`src/rtl/vsx_pkg.sv`:
```
package vsx_pkg;

  // Width class of one completed sync pulse
  typedef enum logic [1:0] {
    CLS_SHORT = 2'd0,
    CLS_MID   = 2'd1,
    CLS_BROAD = 2'd2
  } cls_e;

  // Field phase tracker state
  typedef enum logic [1:0] {
    PH_ARMED    = 2'd0,
    PH_PREEQ    = 2'd1,
    PH_DISARMED = 2'd2
  } phase_e;

endpackage

```
`src/rtl/vsx_rst_sync.sv`:
```
module vsx_rst_sync #(
  parameter int unsigned STAGES = 2
) (
  input  logic clk,
  input  logic rst_n,
  output logic rst_sn
);

  logic [STAGES-1:0] shift_q;

  always_ff @(posedge clk or negedge rst_n) begin
    if (!rst_n) shift_q <= '0;
    else        shift_q <= {shift_q[STAGES-2:0], 1'b1};
  end

  assign rst_sn = shift_q[STAGES-1];

endmodule

```
`src/rtl/vsx_pulse_meter.sv`:
```
module vsx_pulse_meter
  import vsx_pkg::*;
#(
  parameter int unsigned EQ_MAX    = 8,
  parameter int unsigned SER_MIN   = 16,
  parameter int unsigned SPACE_MAX = 48,
  parameter int unsigned SINCE_MAX = 60,
  localparam int unsigned LOW_SAT  = SER_MIN + 1,
  localparam int unsigned LW       = $clog2(LOW_SAT + 1),
  localparam int unsigned SW       = $clog2(SINCE_MAX + 1)
) (
  input  logic          clk,
  input  logic          rst_sn,
  input  logic          csync_n,
  output logic          cls_vld,
  output cls_e          cls,
  output logic          half_sp,
  output logic [SW-1:0] since
);

  logic          in_q;
  logic [LW-1:0] low_q,   low_d;
  logic [SW-1:0] since_q, since_d;
  logic          half_q,  half_d;
  logic          vld_q,   vld_d;
  cls_e          cls_q,   cls_d;
  logic          fall, rise;

  assign fall = in_q  & ~csync_n;
  assign rise = ~in_q &  csync_n;

  // Next-state: low-sample count, time since last fall, spacing flag, class
  always_comb begin
    low_d   = low_q;
    since_d = since_q;
    half_d  = half_q;
    vld_d   = rise;
    cls_d   = cls_q;

    if (fall)                                   low_d = LW'(1);
    else if (!csync_n && low_q != LW'(LOW_SAT)) low_d = low_q + LW'(1);

    if (fall) begin
      since_d = '0;
      half_d  = (since_q < SW'(SPACE_MAX - 1));
    end else if (since_q != SW'(SINCE_MAX)) begin
      since_d = since_q + SW'(1);
    end

    if (rise) begin
      if (low_q < LW'(EQ_MAX))       cls_d = CLS_SHORT;
      else if (low_q > LW'(SER_MIN)) cls_d = CLS_BROAD;
      else                           cls_d = CLS_MID;
    end
  end

  always_ff @(posedge clk or negedge rst_sn) begin
    if (!rst_sn) begin
      in_q    <= 1'b1;
      low_q   <= '0;
      since_q <= SW'(SINCE_MAX);
      half_q  <= 1'b0;
      vld_q   <= 1'b0;
      cls_q   <= CLS_MID;
    end else begin
      in_q    <= csync_n;
      low_q   <= low_d;
      since_q <= since_d;
      half_q  <= half_d;
      vld_q   <= vld_d;
      cls_q   <= cls_d;
    end
  end

  assign cls_vld = vld_q;
  assign cls     = cls_q;
  assign half_sp = half_q;
  assign since   = since_q;

endmodule

```
`src/rtl/vsx_phase_ctl.sv`:
```
module vsx_phase_ctl
  import vsx_pkg::*;
#(
  parameter int unsigned SW       = 6,
  parameter int unsigned TOUT_CYC = 60
) (
  input  logic          clk,
  input  logic          rst_sn,
  input  logic          cls_vld,
  input  cls_e          cls,
  input  logic          half_sp,
  input  logic [SW-1:0] since,
  output logic          fire,
  output phase_e        state
);

  phase_e st_q, st_d;
  logic   broad_seen, short_half, short_full, timed_out;

  assign broad_seen = cls_vld && (cls == CLS_BROAD);
  assign short_half = cls_vld && (cls == CLS_SHORT) &&  half_sp;
  assign short_full = cls_vld && (cls == CLS_SHORT) && !half_sp;
  assign timed_out  = (since >= SW'(TOUT_CYC));

  always_comb begin
    st_d = st_q;
    fire = 1'b0;
    case (st_q)
      PH_ARMED: begin
        if (broad_seen)      fire = 1'b1;
        else if (short_half) st_d = PH_PREEQ;
      end
      PH_PREEQ: begin
        if (broad_seen || timed_out) fire = 1'b1;
      end
      PH_DISARMED: begin
        if (short_full) st_d = PH_ARMED;
      end
      default: st_d = PH_ARMED;
    endcase
    if (fire) st_d = PH_DISARMED;
  end

  always_ff @(posedge clk or negedge rst_sn) begin
    if (!rst_sn) st_q <= PH_ARMED;
    else         st_q <= st_d;
  end

  assign state = st_q;

endmodule

```
`src/rtl/vsx_vs_gen.sv`:
```
module vsx_vs_gen #(
  parameter int unsigned VS_W = 96,
  localparam int unsigned VW  = $clog2(VS_W + 1)
) (
  input  logic clk,
  input  logic rst_sn,
  input  logic fire,
  output logic vsync_n
);

  logic [VW-1:0] rem_q, rem_d;
  logic          vs_q,  vs_d;

  always_comb begin
    rem_d = rem_q;
    vs_d  = vs_q;
    if (fire) begin
      vs_d  = 1'b0;
      rem_d = VW'(VS_W - 1);
    end else if (!vs_q) begin
      if (rem_q == '0) vs_d  = 1'b1;
      else             rem_d = rem_q - VW'(1);
    end
  end

  always_ff @(posedge clk or negedge rst_sn) begin
    if (!rst_sn) begin
      rem_q <= '0;
      vs_q  <= 1'b1;
    end else begin
      rem_q <= rem_d;
      vs_q  <= vs_d;
    end
  end

  assign vsync_n = vs_q;

endmodule

```
`src/rtl/vsync_extract.sv`:
```
module vsync_extract
  import vsx_pkg::*;
#(
  parameter int unsigned CLK_HZ     = 27_000_000,
  parameter int unsigned LINE_HZ    = 15_734,
  parameter int unsigned TOUT_US    = 60,
  parameter int unsigned VS_HALVES  = 3,
  parameter int unsigned RST_STAGES = 2
) (
  input  logic clk,
  input  logic rst_n,
  input  logic csync_n,
  output logic vsync_n
);

  localparam int unsigned HALF_CYC  = CLK_HZ / (2 * LINE_HZ);
  localparam int unsigned EQ_MAX    = HALF_CYC / 4;
  localparam int unsigned SER_MIN   = HALF_CYC / 2;
  localparam int unsigned SPACE_MAX = (HALF_CYC * 3) / 2;
  localparam int unsigned TOUT_CYC  = (CLK_HZ / 1000) * TOUT_US / 1000;
  localparam int unsigned VS_W      = VS_HALVES * HALF_CYC;
  localparam int unsigned SINCE_MAX = (TOUT_CYC > SPACE_MAX) ? TOUT_CYC : SPACE_MAX;
  localparam int unsigned SW        = $clog2(SINCE_MAX + 1);

  logic          rst_sn;
  logic          cls_vld;
  cls_e          cls;
  logic          half_sp;
  logic [SW-1:0] since;
  logic          fire;
  phase_e        state;

  vsx_rst_sync #(.STAGES(RST_STAGES)) u_rst (
    .clk    (clk),
    .rst_n  (rst_n),
    .rst_sn (rst_sn)
  );

  vsx_pulse_meter #(
    .EQ_MAX    (EQ_MAX),
    .SER_MIN   (SER_MIN),
    .SPACE_MAX (SPACE_MAX),
    .SINCE_MAX (SINCE_MAX)
  ) u_meter (
    .clk     (clk),
    .rst_sn  (rst_sn),
    .csync_n (csync_n),
    .cls_vld (cls_vld),
    .cls     (cls),
    .half_sp (half_sp),
    .since   (since)
  );

  vsx_phase_ctl #(
    .SW       (SW),
    .TOUT_CYC (TOUT_CYC)
  ) u_phase (
    .clk     (clk),
    .rst_sn  (rst_sn),
    .cls_vld (cls_vld),
    .cls     (cls),
    .half_sp (half_sp),
    .since   (since),
    .fire    (fire),
    .state   (state)
  );

  vsx_vs_gen #(.VS_W(VS_W)) u_gen (
    .clk     (clk),
    .rst_sn  (rst_sn),
    .fire    (fire),
    .vsync_n (vsync_n)
  );

endmodule

```
`config.mk`:
```
export PLATFORM = sky130hd
export DESIGN_NAME = vsync_extract
export DESIGN_NICKNAME = d
export VERILOG_FILES = /design/src/rtl/vsx_pkg.sv /design/src/rtl/vsx_rst_sync.sv /design/src/rtl/vsx_pulse_meter.sv /design/src/rtl/vsx_phase_ctl.sv /design/src/rtl/vsx_vs_gen.sv /design/src/rtl/vsync_extract.sv
export SDC_FILE = /design/constraint.sdc
export NUM_CORES = 1
export LEC_CHECK = 0
export CAP_MARGIN = 25
export CELL_PAD_IN_SITES_DETAIL_PLACEMENT = 0
export CELL_PAD_IN_SITES_GLOBAL_PLACEMENT = 1
export CORE_ASPECT_RATIO = 0.6
export CORE_MARGIN = 2
export CORE_UTILIZATION = 35
export CTS_BUF_LIST = sky130_fd_sc_hd__clkbuf_16
export DETAILED_ROUTE_END_ITERATION = 8
export GPL_TIMING_DRIVEN = 1
export PLACE_DENSITY = 0.65
export SYNTH_ARGS = -nofsm -noshare
export SYNTH_HDL_FRONTEND = slang
export SYNTH_SLANG_ARGS = --single-unit
export TNS_END_PERCENT = 50
```
`constraint.sdc`:
```
create_clock -name clk -period 1.35 [get_ports clk]
set_input_delay 0.27 -clock clk [delete_from_list [all_inputs] [get_ports clk]]
set_output_delay 0.27 -clock clk [all_outputs]
set_load 0.02 [all_outputs]
```
==> results of run 1 <==
path summary, 6_finish.rpt:
check,to,slack (ns),cells after the start
min in group clk,u_meter.in_q,0.32,1
max in group asynchronous,u_meter.in_q,0.66,1
setup / recovery,u_gen.rem_q[8],-0.38,6
hold / removal,u_rst.shift_q[0],0.15,1
setup reg to reg,u_gen.rem_q[8],-0.38,6
hold reg to reg,u_gen.rem_q[2],0.16,0
cells by family (layout without fill, tap and decap cells):
| logic type | Yosys count | count (layout) | share of synthesized area [%] |
|---|---|---|---|
| XOR/XNOR | 12 | 12 | 4.76 |
| AND/OR/NAND/NOR | 97 | 97 | 24.5 |
| other | 1 | 1 | 0.170 |
| AO/OA/AOI/OAI | 47 | 47 | 14.9 |
| buffers and inverters | 17 | 99 | 3.23 |
| flip-flops | 42 | 42 | 48.1 |
| adder cells (fa/ha/maj) | 6 | 6 | 3.40 |
| multiplexers | 2 | 2 | 0.964 |
area by class of cell:
| cell class | count | area (sq um) |
|---|---|---|
| Sequential cell | 42 | 1060 |
| Fill cell | 535 | 2770 |
| Timing Repair Buffer | 79 | 659 |
| Tap cell | 84 | 105 |
| Inverter | 12 | 45.0 |
| Clock inverter | 3 | 13.8 |
| Clock buffer | 5 | 125 |
| Multi-Input combinational cell | 165 | 1330 |
through the flow:
stage	setup TNS, ns	hold slack, ns	setup WS (ns)	total power [W]	std cells
global route	-6.71	0.143	-0.454	0.00436	390
detailed placement	-7.37	0.164	-0.412	0.00263	364
floorplan	-2.48	-0.0256	-0.317	0.00214	224
CTS	-3.66	0.145	-0.386	0.00399	383
global placement	-7.79	0.166	-0.354	0.00263	364
finish	-4.60	0.147	-0.377	0.00411	390
synthesized netlist by cell type, drive strengths merged (4+ instances only):
cell type and instances:
xor2 5, a211oi 4, nor2 23, dfrtp 34
a31oi 4, or3 7, nor3 11, inv 12
xnor2 7, ha 6, o21ai 9, nand3 12
nand4 5, dfstp 8, nand2b 5, a21oi 12
nand2 15, o31ai 4, a211o 4
routing by layer:
metal,share of wire (%),track usage [%],wire [um],vias to the layer above
li1,-,-,-,963
met1,52,26.2,2960,916
met2,45,26.3,2560,30
met3,2.9,4.07,165,4
met4,0.70,4.22,40,0
met5,0,0,0,-
flip-flops by register name, indices dropped and copies added, names as in the netlist:
register,cells
u_rst.shift_q,2
u_meter.cls_vld,1
u_meter.cls,2
u_meter.half_sp,1
u_gen.rem_q,12
u_meter.in_q,1
u_meter.since,11
u_phase.state,2
u_meter.low_q,9
u_gen.vsync_n,1
placed cells by master, fill, tap and decap left out, types with 5 or more instances in the layout:
cell       instances
buf_6             14
clkbuf_16          5
nand3_1           10
dfstp_2            8
buf_4             61
xor2_1             5
dfrtp_1           31
nand2_1           14
o21ai_1            5
nor2_1            18
xnor2_1            6
nor3_1             6
inv_1              9
a21oi_1            6
a21oi_2            6
or3_1              6
nand4_1            5
timing repair:
| action | in CTS | in global routing |
|---|---|---|
| setup endpoints to repair | 32 | 35 |
| pin swaps | 23 | 21 |
| gates resized for setup | 48 | 25 |
| buffers inserted | 13 | 9 |
report_power, final:
group	total (W)	internal [W]	switching [W]
clock network	0.00115	0.000672	0.000482
registers	0.00160	0.00145	0.000159
logic	0.00135	0.000709	0.000638
==> reports/metrics.cfg, run 1 <==
[synth]
yosysTopAreaCell=dfrtp_1
syn-num-nets=233
synth_flop_cell=dfrtp_1
yosysTopAreaCellShare_pct=38.5
synthArstFlopShare_pct=100
yosys-top-cells-area=dfrtp_1 (39%), dfstp_2 (9.5%), nor2_1 (3.7%)
ys_types=49
syn_area_sq_um=2210
ys_warn_count=0
syn_inst=224
synth-seq-area-share_pct=48.1
ys_seq_elements=42
syn_avg_cell_area_sq_um=9.85
synth_edf_count=0

[min_path]
hp-class=in2async

[placement]
place.gp.congestion=0.867
postPlaceCellArea_sq_um=2790
hpwl_mm=3.68
io_buffers=3

[worst_setup_path]
startpoint_type=flop
crit_slowest_cell=or4b_4
path_buf_inv=1
crit_fanout=4
endpoint_kind=flop
crit_type=reg2reg
cp.required_ns=1.51
startpoint=u_gen.rem_q[1]
r2r-start=u_gen.rem_q[1]
critPathTopFamily=simple AND/OR/NAND/NOR gates
crit_chain=inv_2 -> ha_4 -> or4b_4 -> or2_4 -> o31ai_4 -> a21oi_1
worstPathArrival_ns=1.89
critPathMaxStageDelay_ns=0.48

[cells_and_area]
design_area_sq_um=3340
syn_to_final_growth_pct=51.5
layout-drive-gt1-share_pct=47.7
nNetsFinal=314
fin_util_pct=54.7
n_antenna_cell=0

[power_and_ir_drop]
power_density_nw_per_um2=1230
peakVddDrop_v=0.000679
cellLeakagePower_nw=1.44

[sta]
finClkSkew_ns=0.00778
hold_viol=0
rsz0062_at_grt=yes
setup_violations=25
max_freq_mhz=579
final.setup.worst_slack_ns=-0.377
period_minus_slack_ns=1.73
finalCritPeriodShare_pct=128
slew_viol_final=0

[clock_network]
cts-root-buf=clkbuf_16
clk-insertion-delay-late_ns=0.28
htree_num_levels=2
cts_tree=yes
cts-buffers-inserted=5
cts.sinks=42
cts_hold_buf=0
path_clk_slew_ns=0.06
cts_buffer_depth=2

[global_routing]
grt_max_degree=30
antenna_found_initial=0
grt_pass1_wl_mm=9.66
grt_pass1_vias=1943
grt-ovfl-total=0
grtUsageTotal_pct=17.7

[die]
dieHeight_um=65.5
start_util_pct=36.1
die_x_um=107
core_area_sq_um=6110
fp.dieArea_sq_um=6980
io_pins=4
rows=22

[run]
cap_viol_max_count=0

[route]
drt-initial-drc-count=76
avgViaCountPerCell=4.91
firstDrtPassIters=4
antenna_left=0
drt_wl_total_mm=5.73
wl_per_cell_um=14.7
vias=1913
drc=0

[run_status]
status=finished with violations
violations=setup timing

(Power assumes the default switching activity.)
==> inputs of run 2 (changes only) <==
Settings changed: SLEW_MARGIN set to 40.
==> results of run 2 <==
Final layout, timing and power as in run 1 (identical DEF).
==> inputs of run 3 (changes only) <==
==> constraint.sdc (replaced) <==
create_clock -name clk -period 1.35 [get_ports clk]
set_input_delay 0.27 -clock clk [delete_from_list [all_inputs] [get_ports clk]]
set_output_delay 0.27 -clock clk [all_outputs]
set_load 0.01 [all_outputs]
==> reports/metrics.cfg, run 3 (synthesized netlist as in run 1, its figures left out) <==
[global_routing]
grt_pass1_vias=1873  ; -3.6%
grt_max_degree=41  ; +37%
grtUsageTotal_pct=17.4  ; -0.27 points
antenna_found_initial=0  ; unchanged
grt_pass1_wl_mm=9.37  ; -3.0%
grt-ovfl-total=0  ; unchanged

[sta]
slew_viol_final=0  ; unchanged
rsz0062_at_grt=yes
period_minus_slack_ns=1.75  ; +0.0251 ns
finalCritPeriodShare_pct=130  ; +1.9 points
hold_viol=0  ; unchanged
finClkSkew_ns=0.00804  ; +0.000266 ns
final.setup.worst_slack_ns=-0.402  ; -0.0251 ns
setup_violations=28  ; +12%
max_freq_mhz=571  ; -1.4%

[placement]
postPlaceCellArea_sq_um=2800  ; +0.54%
io_buffers=3  ; unchanged
hpwl_mm=3.81  ; +3.4%
place.gp.congestion=0.850  ; -2.0%
dp_cells=366  ; +0.55%

[die]
fp.dieArea_sq_um=6980  ; unchanged
die_x_um=107  ; unchanged
rows=22  ; unchanged
core_area_sq_um=6110  ; unchanged
dieHeight_um=65.5  ; unchanged
start_util_pct=36.1  ; unchanged
io_pins=4  ; unchanged

[clock_network]
cts-buffers-inserted=5  ; unchanged
htree_num_levels=2  ; unchanged
cts_buffer_depth=2  ; unchanged
cts_tree=yes
cts_hold_buf=0  ; unchanged
cts-root-buf=clkbuf_16
cts.sinks=42  ; unchanged
clk-insertion-delay-late_ns=0.29  ; about the same
path_clk_slew_ns=0.06  ; about the same

[route]
highest_layer=met4
route.met2.wl_mm=2.36  ; -7.7%
drt_wl_total_mm=5.59  ; -2.4%
drc=0  ; unchanged
wl_met1_mm=2.97  ; +0.13%
firstDrtPassIters=4  ; unchanged
vias=1890  ; -1.2%
avgViaCountPerCell=4.88  ; -0.44%
antenna_left=0  ; unchanged
routed-wl-met3_um=213  ; +29%
wl_per_cell_um=14.4  ; -1.6%
drt-initial-drc-count=83  ; +9.2%

[cells_and_area]
regMostFlops=u_gen.rem_q
layout-drive-gt1-share_pct=48.8  ; +1.1 points
nNetsFinal=311  ; -0.96%
n_antenna_cell=0  ; unchanged
largest_reg_flops=12  ; unchanged
fillCellCount=546  ; +2.1%
fin_util_pct=54.4  ; -0.29 points
final_common_cell=buf_4
design_area_sq_um=3330  ; -0.52%
multiInputGateArea_sq_um=1340  ; +0.38%
regArea_sq_um=1070  ; +0.12%
syn_to_final_growth_pct=50.7
mostFrequentLayoutCells=buf_4 (62), dfrtp_1 (30), nor2_1 (17)
layout.cells.non_filler=387  ; -0.77%

[power_and_ir_drop]
peakVddDrop_v=0.000570  ; -16%
power_density_nw_per_um2=1230  ; +0.33%
cellLeakagePower_nw=1.42  ; -1.2%
fin_total_pwr_w=0.00410  ; -0.19%

[min_path]
hp-class=in2async

[worst_setup_path]
worstPathArrival_ns=1.92  ; +0.03 ns
rrSetupSlack_ns=-0.40  ; -0.03 ns
cp.required_ns=1.52  ; about the same
crit_fanout=4  ; unchanged
crit_type=reg2reg
r2r-start=u_gen.rem_q[1]
reg2regPathDepth=6  ; unchanged
startpoint_type=flop
endpoint_kind=flop
startpoint=u_gen.rem_q[1]

[run]
cap_viol_max_count=0  ; unchanged

[run_status]
violations=setup timing
status=finished with violations

-- run 3: cell types whose count changed in the layout (fill, tap and decap cells not counted), sizes merged --
cell / previous run / this run
inv: 13 / 12
clkinvlp: 0 / 1
buf: 77 / 74
-- run 3: area by class of cell --
cell class              count  share of cell area, %
repair buffers             76                   18.9
well taps                  84                   3.16
clock inverters             3                  0.640
clock buffers               5                   3.76
inverters                  12                   1.35
multi-input cells         165                   40.1
flip-flops and latches     42                   32.1
-- run 3: critical path, stage by stage (launching register included) --
cell	delay, ns
dfrtp_1	0.40
inv_2	0.08
ha_4	0.12
or4b_4	0.48
or2_4	0.26
o31ai_2	0.21
a21oi_1	0.09
-- run 3: metrics by stage --
step | TNS, ns | setup slack (ns) | hold slack, ns
2_1_floorplan | -2.48 | -0.317 | -0.0256
3_3_place_gp | -8.11 | -0.341 | 0.245
3_5_place_dp | -7.66 | -0.352 | 0.241
4_1_cts | -3.62 | -0.364 | 0.138
5_1_grt | -6.11 | -0.493 | 0.145
6_report | -4.17 | -0.402 | 0.144
-- run 3: final timing paths --
check,endpoint
worst max-delay path,u_gen.rem_q[8]
worst min-delay path,u_rst.shift_q[1]
worst max register to register,u_gen.rem_q[8]
worst min register to register,u_meter.cls[1]
max in group asynchronous,u_meter.in_q
min in group clk,u_meter.in_q
-- run 3: repair_timing --
action | in CTS | in global routing
buffers inserted | 7 | 6
gates resized for setup | 38 | 35
pin swaps | 23 | 25
gates cloned | 1 | 0
endpoints found under the setup margin | 31 | 37
-- run 3: per-layer routing --
metal,vias up,GRT usage [%]
met5,-,0
met4,0,3.41
met3,7,3.87
met2,22,25.3
met1,897,26.5
li1,964,-
-- run 3: where the power goes --
part	internal, W	leakage, nW	switching, W	total, W
clock	0.000685	0.0698	0.000508	0.00119
combinational	0.000673	0.856	0.000627	0.00130
sequential	0.00145	0.493	0.000159	0.00161
total	0.00280	1.42	0.00129	0.00410
